### src/rtl/ata_tf_pkg.sv
package ata_tf_pkg;

  localparam logic [2:0] A_DATA    = 3'd0;
  localparam logic [2:0] A_ERRFEAT = 3'd1;
  localparam logic [2:0] A_SCNT    = 3'd2;
  localparam logic [2:0] A_LBA0    = 3'd3;
  localparam logic [2:0] A_LBA1    = 3'd4;
  localparam logic [2:0] A_LBA2    = 3'd5;
  localparam logic [2:0] A_DRVHD   = 3'd6;
  localparam logic [2:0] A_STATCMD = 3'd7;
  localparam logic [2:0] A_ALTCTL  = 3'd6;

  localparam logic [7:0] CMD_SETFEAT = 8'hEF;
  localparam logic [7:0] CMD_RDSEC   = 8'h20;
  localparam logic [7:0] CMD_WRSEC   = 8'h30;
  localparam logic [7:0] FEAT_BYTE   = 8'h01;
  localparam logic [7:0] ERR_ABORT   = 8'h04;

  typedef enum logic [2:0] {
    RD_NONE, RD_ZERO, RD_DATA, RD_ERROR, RD_TASK, RD_STATUS
  } rdSrc_t;

  typedef struct packed {
    logic   wrFeat;
    logic   wrSecCnt;
    logic   wrLba0;
    logic   wrLba1;
    logic   wrLba2;
    logic   wrDrvHd;
    logic   wrDevCtl;
    logic   bufWr;
    logic   errClear;
    logic   errAbort;
    rdSrc_t rdSrc;
  } tfStrobe_t;

endpackage

### src/rtl/ata_tf_ctrl.sv
module ata_tf_ctrl
  import ata_tf_pkg::*;
#(
  parameter int SECTOR_BYTES = 512,
  localparam int IDX_W = $clog2(SECTOR_BYTES)
) (
  input  logic             clk,
  input  logic             rstN,
  input  logic             csPriN,
  input  logic             csSecN,
  input  logic [2:0]       regAddr,
  input  logic             rdStb,
  input  logic             wrStb,
  input  logic [7:0]       cmdByte,
  input  logic             slaveSel,
  input  logic             cmdDone,
  input  logic [7:0]       featVal,
  input  logic             drvHdSlave,
  output tfStrobe_t        strobe,
  output logic [7:0]       statusByte,
  output logic             byteMode,
  output logic [IDX_W-1:0] xferCnt,
  output logic             intPend
);

  localparam logic [IDX_W-1:0] LAST_BYTE = IDX_W'(SECTOR_BYTES - 1);
  localparam logic [IDX_W-1:0] LAST_WORD = IDX_W'(SECTOR_BYTES / 2 - 1);

  logic bsy, drq, err, roleSlave;
  logic priSel, secSel;
  logic cmdWr, cmdAccept, isXfer, isByteFeat, badCmd;
  logic dataAcc, lastAcc, statusRd;

  assign priSel = !csPriN;
  assign secSel = csPriN && !csSecN;

  assign cmdWr      = priSel && wrStb && (regAddr == A_STATCMD);
  assign cmdAccept  = cmdWr && !bsy && !drq && (drvHdSlave == roleSlave);
  assign isXfer     = (cmdByte == CMD_RDSEC) || (cmdByte == CMD_WRSEC);
  assign isByteFeat = (cmdByte == CMD_SETFEAT) && (featVal == FEAT_BYTE);
  assign badCmd     = !isXfer && !isByteFeat;

  assign dataAcc  = priSel && (regAddr == A_DATA) && (rdStb || wrStb) && drq;
  assign lastAcc  = byteMode ? (xferCnt == LAST_BYTE) : (xferCnt == LAST_WORD);
  assign statusRd = priSel && rdStb && (regAddr == A_STATCMD);

  always_comb begin
    strobe = '0;
    strobe.rdSrc = RD_NONE;
    if (priSel && wrStb) begin
      unique case (regAddr)
        A_DATA:    strobe.bufWr    = drq;
        A_ERRFEAT: strobe.wrFeat   = 1'b1;
        A_SCNT:    strobe.wrSecCnt = 1'b1;
        A_LBA0:    strobe.wrLba0   = 1'b1;
        A_LBA1:    strobe.wrLba1   = 1'b1;
        A_LBA2:    strobe.wrLba2   = 1'b1;
        A_DRVHD:   strobe.wrDrvHd  = 1'b1;
        default:   ;
      endcase
    end
    if (secSel && wrStb && (regAddr == A_ALTCTL)) strobe.wrDevCtl = 1'b1;
    strobe.errAbort = cmdAccept && badCmd;
    strobe.errClear = cmdAccept && !badCmd;
    if (priSel && rdStb) begin
      unique case (regAddr)
        A_DATA:    strobe.rdSrc = drq ? RD_DATA : RD_ZERO;
        A_ERRFEAT: strobe.rdSrc = RD_ERROR;
        A_STATCMD: strobe.rdSrc = RD_STATUS;
        default:   strobe.rdSrc = RD_TASK;
      endcase
    end else if (secSel && rdStb) begin
      strobe.rdSrc = (regAddr == A_ALTCTL) ? RD_STATUS : RD_ZERO;
    end
  end

  always_ff @(posedge clk) begin
    if (!rstN) begin
      bsy       <= 1'b0;
      drq       <= 1'b0;
      err       <= 1'b0;
      intPend   <= 1'b0;
      byteMode  <= 1'b0;
      xferCnt   <= '0;
      roleSlave <= slaveSel;
    end else begin
      if (statusRd) intPend <= 1'b0;
      if (cmdAccept) begin
        err     <= badCmd;
        intPend <= !isXfer;
        if (isXfer)     bsy      <= 1'b1;
        if (isByteFeat) byteMode <= 1'b1;
      end else if (bsy && cmdDone) begin
        bsy     <= 1'b0;
        drq     <= 1'b1;
        xferCnt <= '0;
        intPend <= 1'b1;
      end else if (dataAcc) begin
        if (lastAcc) drq <= 1'b0;
        else         xferCnt <= xferCnt + 1'b1;
      end
    end
  end

  assign statusByte = {bsy, 1'b1, 2'b00, drq, 2'b00, err};

endmodule

### src/rtl/ata_tf_dpath.sv
module ata_tf_dpath
  import ata_tf_pkg::*;
#(
  parameter int SECTOR_BYTES = 512,
  parameter int BUS_W = 16,
  localparam int IDX_W = $clog2(SECTOR_BYTES),
  localparam int WIDX_W = IDX_W - 1,
  localparam int WORDS = SECTOR_BYTES / 2,
  localparam int LANES = BUS_W / 8
) (
  input  logic             clk,
  input  logic             rstN,
  input  tfStrobe_t        strobe,
  input  logic [2:0]       regAddr,
  input  logic [BUS_W-1:0] dataIn,
  input  logic [7:0]       statusByte,
  input  logic             byteMode,
  input  logic [IDX_W-1:0] xferCnt,
  output logic [7:0]       featVal,
  output logic             drvHdSlave,
  output logic             intMask,
  output logic [BUS_W-1:0] dataOut,
  output logic             dataOe
);

  logic [7:0] secCntR, lba0R, lba1R, lba2R, drvHdR, errR;
  logic [WIDX_W-1:0] wordIdx;
  logic laneSel;
  logic [LANES-1:0][7:0] laneData;
  logic [7:0] taskByte;

  always_ff @(posedge clk) begin
    if (!rstN) begin
      featVal <= '0;
      secCntR <= '0;
      lba0R   <= '0;
      lba1R   <= '0;
      lba2R   <= '0;
      drvHdR  <= '0;
      errR    <= '0;
      intMask <= 1'b0;
    end else begin
      if (strobe.wrFeat)   featVal <= dataIn[7:0];
      if (strobe.wrSecCnt) secCntR <= dataIn[7:0];
      if (strobe.wrLba0)   lba0R   <= dataIn[7:0];
      if (strobe.wrLba1)   lba1R   <= dataIn[7:0];
      if (strobe.wrLba2)   lba2R   <= dataIn[7:0];
      if (strobe.wrDrvHd)  drvHdR  <= dataIn[7:0];
      if (strobe.wrDevCtl) intMask <= dataIn[1];
      if (strobe.errAbort)      errR <= ERR_ABORT;
      else if (strobe.errClear) errR <= '0;
    end
  end

  assign drvHdSlave = drvHdR[4];
  assign wordIdx = byteMode ? xferCnt[IDX_W-1:1] : xferCnt[WIDX_W-1:0];
  assign laneSel = xferCnt[0];

  for (genvar g = 0; g < LANES; g++) begin : g_lane
    logic [7:0] mem [WORDS];
    always_ff @(posedge clk) begin
      if (strobe.bufWr && (!byteMode || (laneSel == g[0])))
        mem[wordIdx] <= byteMode ? dataIn[7:0] : dataIn[8*g +: 8];
    end
    assign laneData[g] = mem[wordIdx];
  end

  always_comb begin
    unique case (regAddr)
      A_SCNT:  taskByte = secCntR;
      A_LBA0:  taskByte = lba0R;
      A_LBA1:  taskByte = lba1R;
      A_LBA2:  taskByte = lba2R;
      A_DRVHD: taskByte = drvHdR;
      default: taskByte = '0;
    endcase
  end

  always_comb begin
    dataOut = '0;
    dataOe  = 1'b1;
    unique case (strobe.rdSrc)
      RD_DATA:   dataOut = byteMode ? BUS_W'(laneData[laneSel]) : laneData;
      RD_ERROR:  dataOut = BUS_W'(errR);
      RD_TASK:   dataOut = BUS_W'(taskByte);
      RD_STATUS: dataOut = BUS_W'(statusByte);
      RD_ZERO:   dataOut = '0;
      default:   dataOe  = 1'b0;
    endcase
  end

endmodule

### src/rtl/ata_taskfile_dev.sv
module ata_taskfile_dev
  import ata_tf_pkg::*;
#(
  parameter int SECTOR_BYTES = 512,
  parameter int BUS_W = 16,
  localparam int IDX_W = $clog2(SECTOR_BYTES)
) (
  input  logic             clk,
  input  logic             rstN,
  input  logic             csPriN,
  input  logic             csSecN,
  input  logic [2:0]       regAddr,
  input  logic             rdStb,
  input  logic             wrStb,
  input  logic [BUS_W-1:0] dataIn,
  output logic [BUS_W-1:0] dataOut,
  output logic             dataOe,
  input  logic             slaveSel,
  input  logic             cmdDone,
  output logic             intrq,
  output logic             busyLed
);

  tfStrobe_t        strobe;
  logic [7:0]       statusByte;
  logic             byteMode;
  logic [IDX_W-1:0] xferCnt;
  logic             intPend;
  logic [7:0]       featVal;
  logic             drvHdSlave;
  logic             intMask;

  ata_tf_ctrl #(.SECTOR_BYTES(SECTOR_BYTES)) u_ctrl (
    .clk(clk), .rstN(rstN), .csPriN(csPriN), .csSecN(csSecN),
    .regAddr(regAddr), .rdStb(rdStb), .wrStb(wrStb),
    .cmdByte(dataIn[7:0]), .slaveSel(slaveSel), .cmdDone(cmdDone),
    .featVal(featVal), .drvHdSlave(drvHdSlave), .strobe(strobe),
    .statusByte(statusByte), .byteMode(byteMode), .xferCnt(xferCnt),
    .intPend(intPend)
  );

  ata_tf_dpath #(.SECTOR_BYTES(SECTOR_BYTES), .BUS_W(BUS_W)) u_dpath (
    .clk(clk), .rstN(rstN), .strobe(strobe), .regAddr(regAddr),
    .dataIn(dataIn), .statusByte(statusByte), .byteMode(byteMode),
    .xferCnt(xferCnt), .featVal(featVal), .drvHdSlave(drvHdSlave),
    .intMask(intMask), .dataOut(dataOut), .dataOe(dataOe)
  );

  assign intrq   = intPend && !intMask;
  assign busyLed = statusByte[7];

endmodule

### config.mk
export PLATFORM = sky130hd
export DESIGN_NAME = ata_taskfile_dev
export DESIGN_NICKNAME = d
export VERILOG_FILES = /design/src/rtl/ata_tf_pkg.sv /design/src/rtl/ata_tf_ctrl.sv /design/src/rtl/ata_tf_dpath.sv /design/src/rtl/ata_taskfile_dev.sv
export SDC_FILE = /design/constraint.sdc
export NUM_CORES = 2
export LEC_CHECK = 0
export BUFFER_PORTS_ARGS = -buffer_cell sky130_fd_sc_hd__buf_2
export CAP_MARGIN = 15
export CELL_PAD_IN_SITES_DETAIL_PLACEMENT = 1
export CELL_PAD_IN_SITES_GLOBAL_PLACEMENT = 2
export CORE_AREA = 2 2 592 594
export DETAILED_ROUTE_END_ITERATION = 16
export DIE_AREA = 0 0 594 596
export PLACE_DENSITY_LB_ADDON = 0.1
export SYNTH_ARGS = -nofsm -noshare
export SYNTH_HDL_FRONTEND = slang
export SYNTH_HIERARCHICAL = 1
export SYNTH_SLANG_ARGS = --single-unit
### constraint.sdc
create_clock -name clk -period 9.1 [get_ports clk]
set_input_delay 1.365 -clock clk [delete_from_list [all_inputs] [get_ports clk]]
set_output_delay 1.365 -clock clk [all_outputs]
set_load 0.005 [all_outputs]
==> run metrics <==
hold buffers post-CTS=0; CP max-delay cell=a21oi_1; final hold violations=0; largest cells by area after synthesis=edfxtp_1 70%, mux2i_1 7.4%, mux2_2 5.0%; total core area=about 350,000 um^2; vias in the first global route=~110k; crit-path most repeated cell=o22ai_1; CTS buffer count=439; Clock Skew=about 0.072 ns; class of the most critical setup path=reg -> out; Max Fclk=0.120 GHz; final WL=557,000 um; Die Y=~600 um; sequence of cells on the critical path=buf_12 -> buf_4 -> mux2_2 -> o22ai_1 -> a221oi_1 -> o22ai_1 -> o21ai_1 -> nand4_1 -> a21oi_1 -> nand2_1 -> o211ai_1 -> buf_2; Setup Fix Bufs, Post-CTS=0; setup TNS=0 ns; root buf cell=clkbuf_16; Worst path max stage delay=0.85 ns; Relative slew margins=10.6%; status=finished clean; initial antenna violation count=23; Critical R2R Capture=u_dpath/g_lane[1].mem[103][5]; row cnt=around 220; register area=124,000 um^2; Hold WC Path Type=reg -> reg; first-pass GRT wire length=801,000 um; Final nets=11,706; Post-synth EDFFs=a little over 4,000; hold depth=2; setup repair after global routing missed its margin=false; GRT Util Overall=between 30% and 40%; clk buf depth=4; DR WL/cell=33.4 um; Avg Inst Size Synth=14.9 um^2; Critical Path Source Type=flop; crit path capture type=primary output; DRT iter0 DRCs=roughly 11,000; RD Place Congestion=slightly above 0.8; # resized after CTS=0; DRC=0; Finished Layout Cells=16,653; reg-to-reg startpoint=u_ctrl/xferCnt[0]; share of the synthesized area in the top cell type=69.7%; Initial DRT Pass Iterations=9; Worst-Skew Late Latency=a little under 1 ns; post-route minimum period=8.36 ns; hold_sp=u_ctrl/err; H-Tree Depth=5; total number of vias=109,814; CP Data Arrival Time=7.00 ns; Synth Flop Type=edfxtp_1; share of layout cells above drive strength 1=14.4%; Worst R2R Setup Slack=3.27 ns; fillcell total=around 32,000; placed cell count=15,831; Worst-Margin Slew=1.34 ns; clock sinks=4,161; Final period util=91.9%; Reg clk slew, reported paths=0.06 ns; PD cells=201 nW/um^2; Synth-to-Final Area Change=10.6%; Async S/R FF share, synth=0%; Worst IR Drop VDD=0.244 mV; Yosys cell types=78; Die X-Extent=594 um; DIE AREA=354,000 um^2; DRT antenna net count=0; Initial Util=about half; post-DP HPWL=320,000 um; area of the multi-input gates=just under 50,000 um^2; Yosys reg bits=4,161; I/O pins=46; fin. max-slew vios=0; Leak Pwr=approximately 0.059 uW; pin count of the biggest net entering global routing=191; Register-to-Register Path Depth=5; post-synthesis instance total=11,874; vias per inst=6.59; total grt overflow=0; WP data required=7.74 ns; IO buf count=45; Mapped Area=177,000 um^2; hold endpoint=u_ctrl/err; CTS tree=built; placed cell areas=181,000 um^2; setup violators final=0; leading area contributor after synthesis=edfxtp_1; fin area=195,000 um^2; total of max-cap violations=0; sequential fraction of the synthesis area=70.4%; Yosys warning count=6; Critical Path Fanout Max=98
==> layout make-up <==
cell class / instances / share of cell area (%)
antenna: 5 / 0.00641
clock inverter: 274 / 1.29
tap: 4599 / 2.95
sequential: 4161 / 63.6
multi-input combinational: 6788 / 24.7
inverter: 9 / 0.0173
timing repair buffer: 279 / 1.42
clock buffer: 538 / 5.97
==> cell usage in the layout (no fill, tap or decap), types with 11 or more instances in the layout <==
master / count
edfxtp_1: 4097
nand2_1: 1628
mux2i_1: 1314
mux2_2: 768
o22ai_1: 573
nor2_1: 543
a32oi_1: 490
clkbuf_16: 452
a221oi_1: 385
nand3_1: 319
nand4_1: 180
buf_4: 172
a21oi_1: 120
clkinv_1: 109
o21ai_0: 95
clkinv_2: 91
clkbuf_1: 83
nor2b_1: 62
dfxtp_1: 61
a22oi_1: 60
buf_12: 56
bufinv_16: 44
buf_2: 39
o21ai_1: 31
a41oi_1: 18
clkinvlp_4: 15
o41ai_1: 14
a22o_1: 11
==> per-layer routing <==
metal / routed length [um] / GRT usage, % / up-vias / share of wire (%)
li1: - / - / 46415 / -
met1: 226000 / 41.4 / 58226 / 41
met2: 268000 / 50.5 / 4226 / 48
met3: 36700 / 3.86 / 945 / 6.6
met4: 25800 / 13.0 / 2 / 4.6
met5: 12 / 0 / - / 0.0022
==> worst max path at each step <==
stage / start / to / cells after the start
floorplan: csPriN / dataOut[2] / 9
global placement: u_ctrl/xferCnt[0] / dataOut[1] / 11
detailed placement: u_ctrl/byteMode / dataOut[4] / 11
CTS: u_ctrl/byteMode / dataOut[4] / 11
global route: u_ctrl/byteMode / dataOut[4] / 11
finish: u_ctrl/xferCnt[1] / dataOut[3] / 12
==> critical path: cells and delay by family (launching register included) <==
kind / cells / cell delay (ns)
flops: 1 / 0.76
buf+inv: 3 / 1.41
compound gates: 6 / 2.50
mux: 1 / 0.30
simple gates: 2 / 0.67
==> cells by family (layout without fill, tap and decap cells) <==
group,Yosys count,in the layout,synth area share [%]
multiplexers,2095,2095,12.4
other,2,10,0.00425
XOR/XNOR,2,2,0.00992
flip-flops,4161,4161,70.4
adder cells (fa/ha/maj),1,1,0.00708
AND/OR/NAND/NOR,2831,2831,6.77
AO/OA/AOI/OAI,1854,1854,7.82
buffers and inverters,928,1100,2.54
==> cell usage after synthesis (all sizes together) (180+ instances only) <==
cell / number
buf: 555
mux2i: 1316
o22ai: 574
mux2: 779
a221oi: 386
a32oi: 490
nand2: 1636
clkbuf: 364
nand4: 180
nor2: 544
edfxtp: 4097
nand3: 325
==> sequential cells by signal, indices dropped and copies added (netlist names), 8 cells and up <==
signal and count:
u_ctrl/xferCnt 9, u_dpath/drvHdR 8, u_dpath/featVal 8, u_dpath/g_lane.mem 4096, u_dpath/lba0R 8, u_dpath/lba1R 8, u_dpath/lba2R 8, u_dpath/secCntR 8
==> report_power, final <==
group	switching, uW	internal (uW)	total [uW]
clock	7530	10300	17800
sequential	1.77	21000	21000
combinational	368	40.5	408
total	7900	31400	39300
==> stage by stage <==
step           hold slack, ns  util (%)  total power, uW  setup WS, ns
2_1_floorplan           0.446         -            21600          4.48
3_3_place_gp            0.472      52.1            21800          1.74
3_5_place_dp            0.486      52.1            21900          1.91
4_1_cts                 0.494      56.1            39500         0.813
5_1_grt                 0.505      56.2            40200         0.805
6_report                0.492      56.2            39300         0.736
Power figures use the tool's default switching activity.
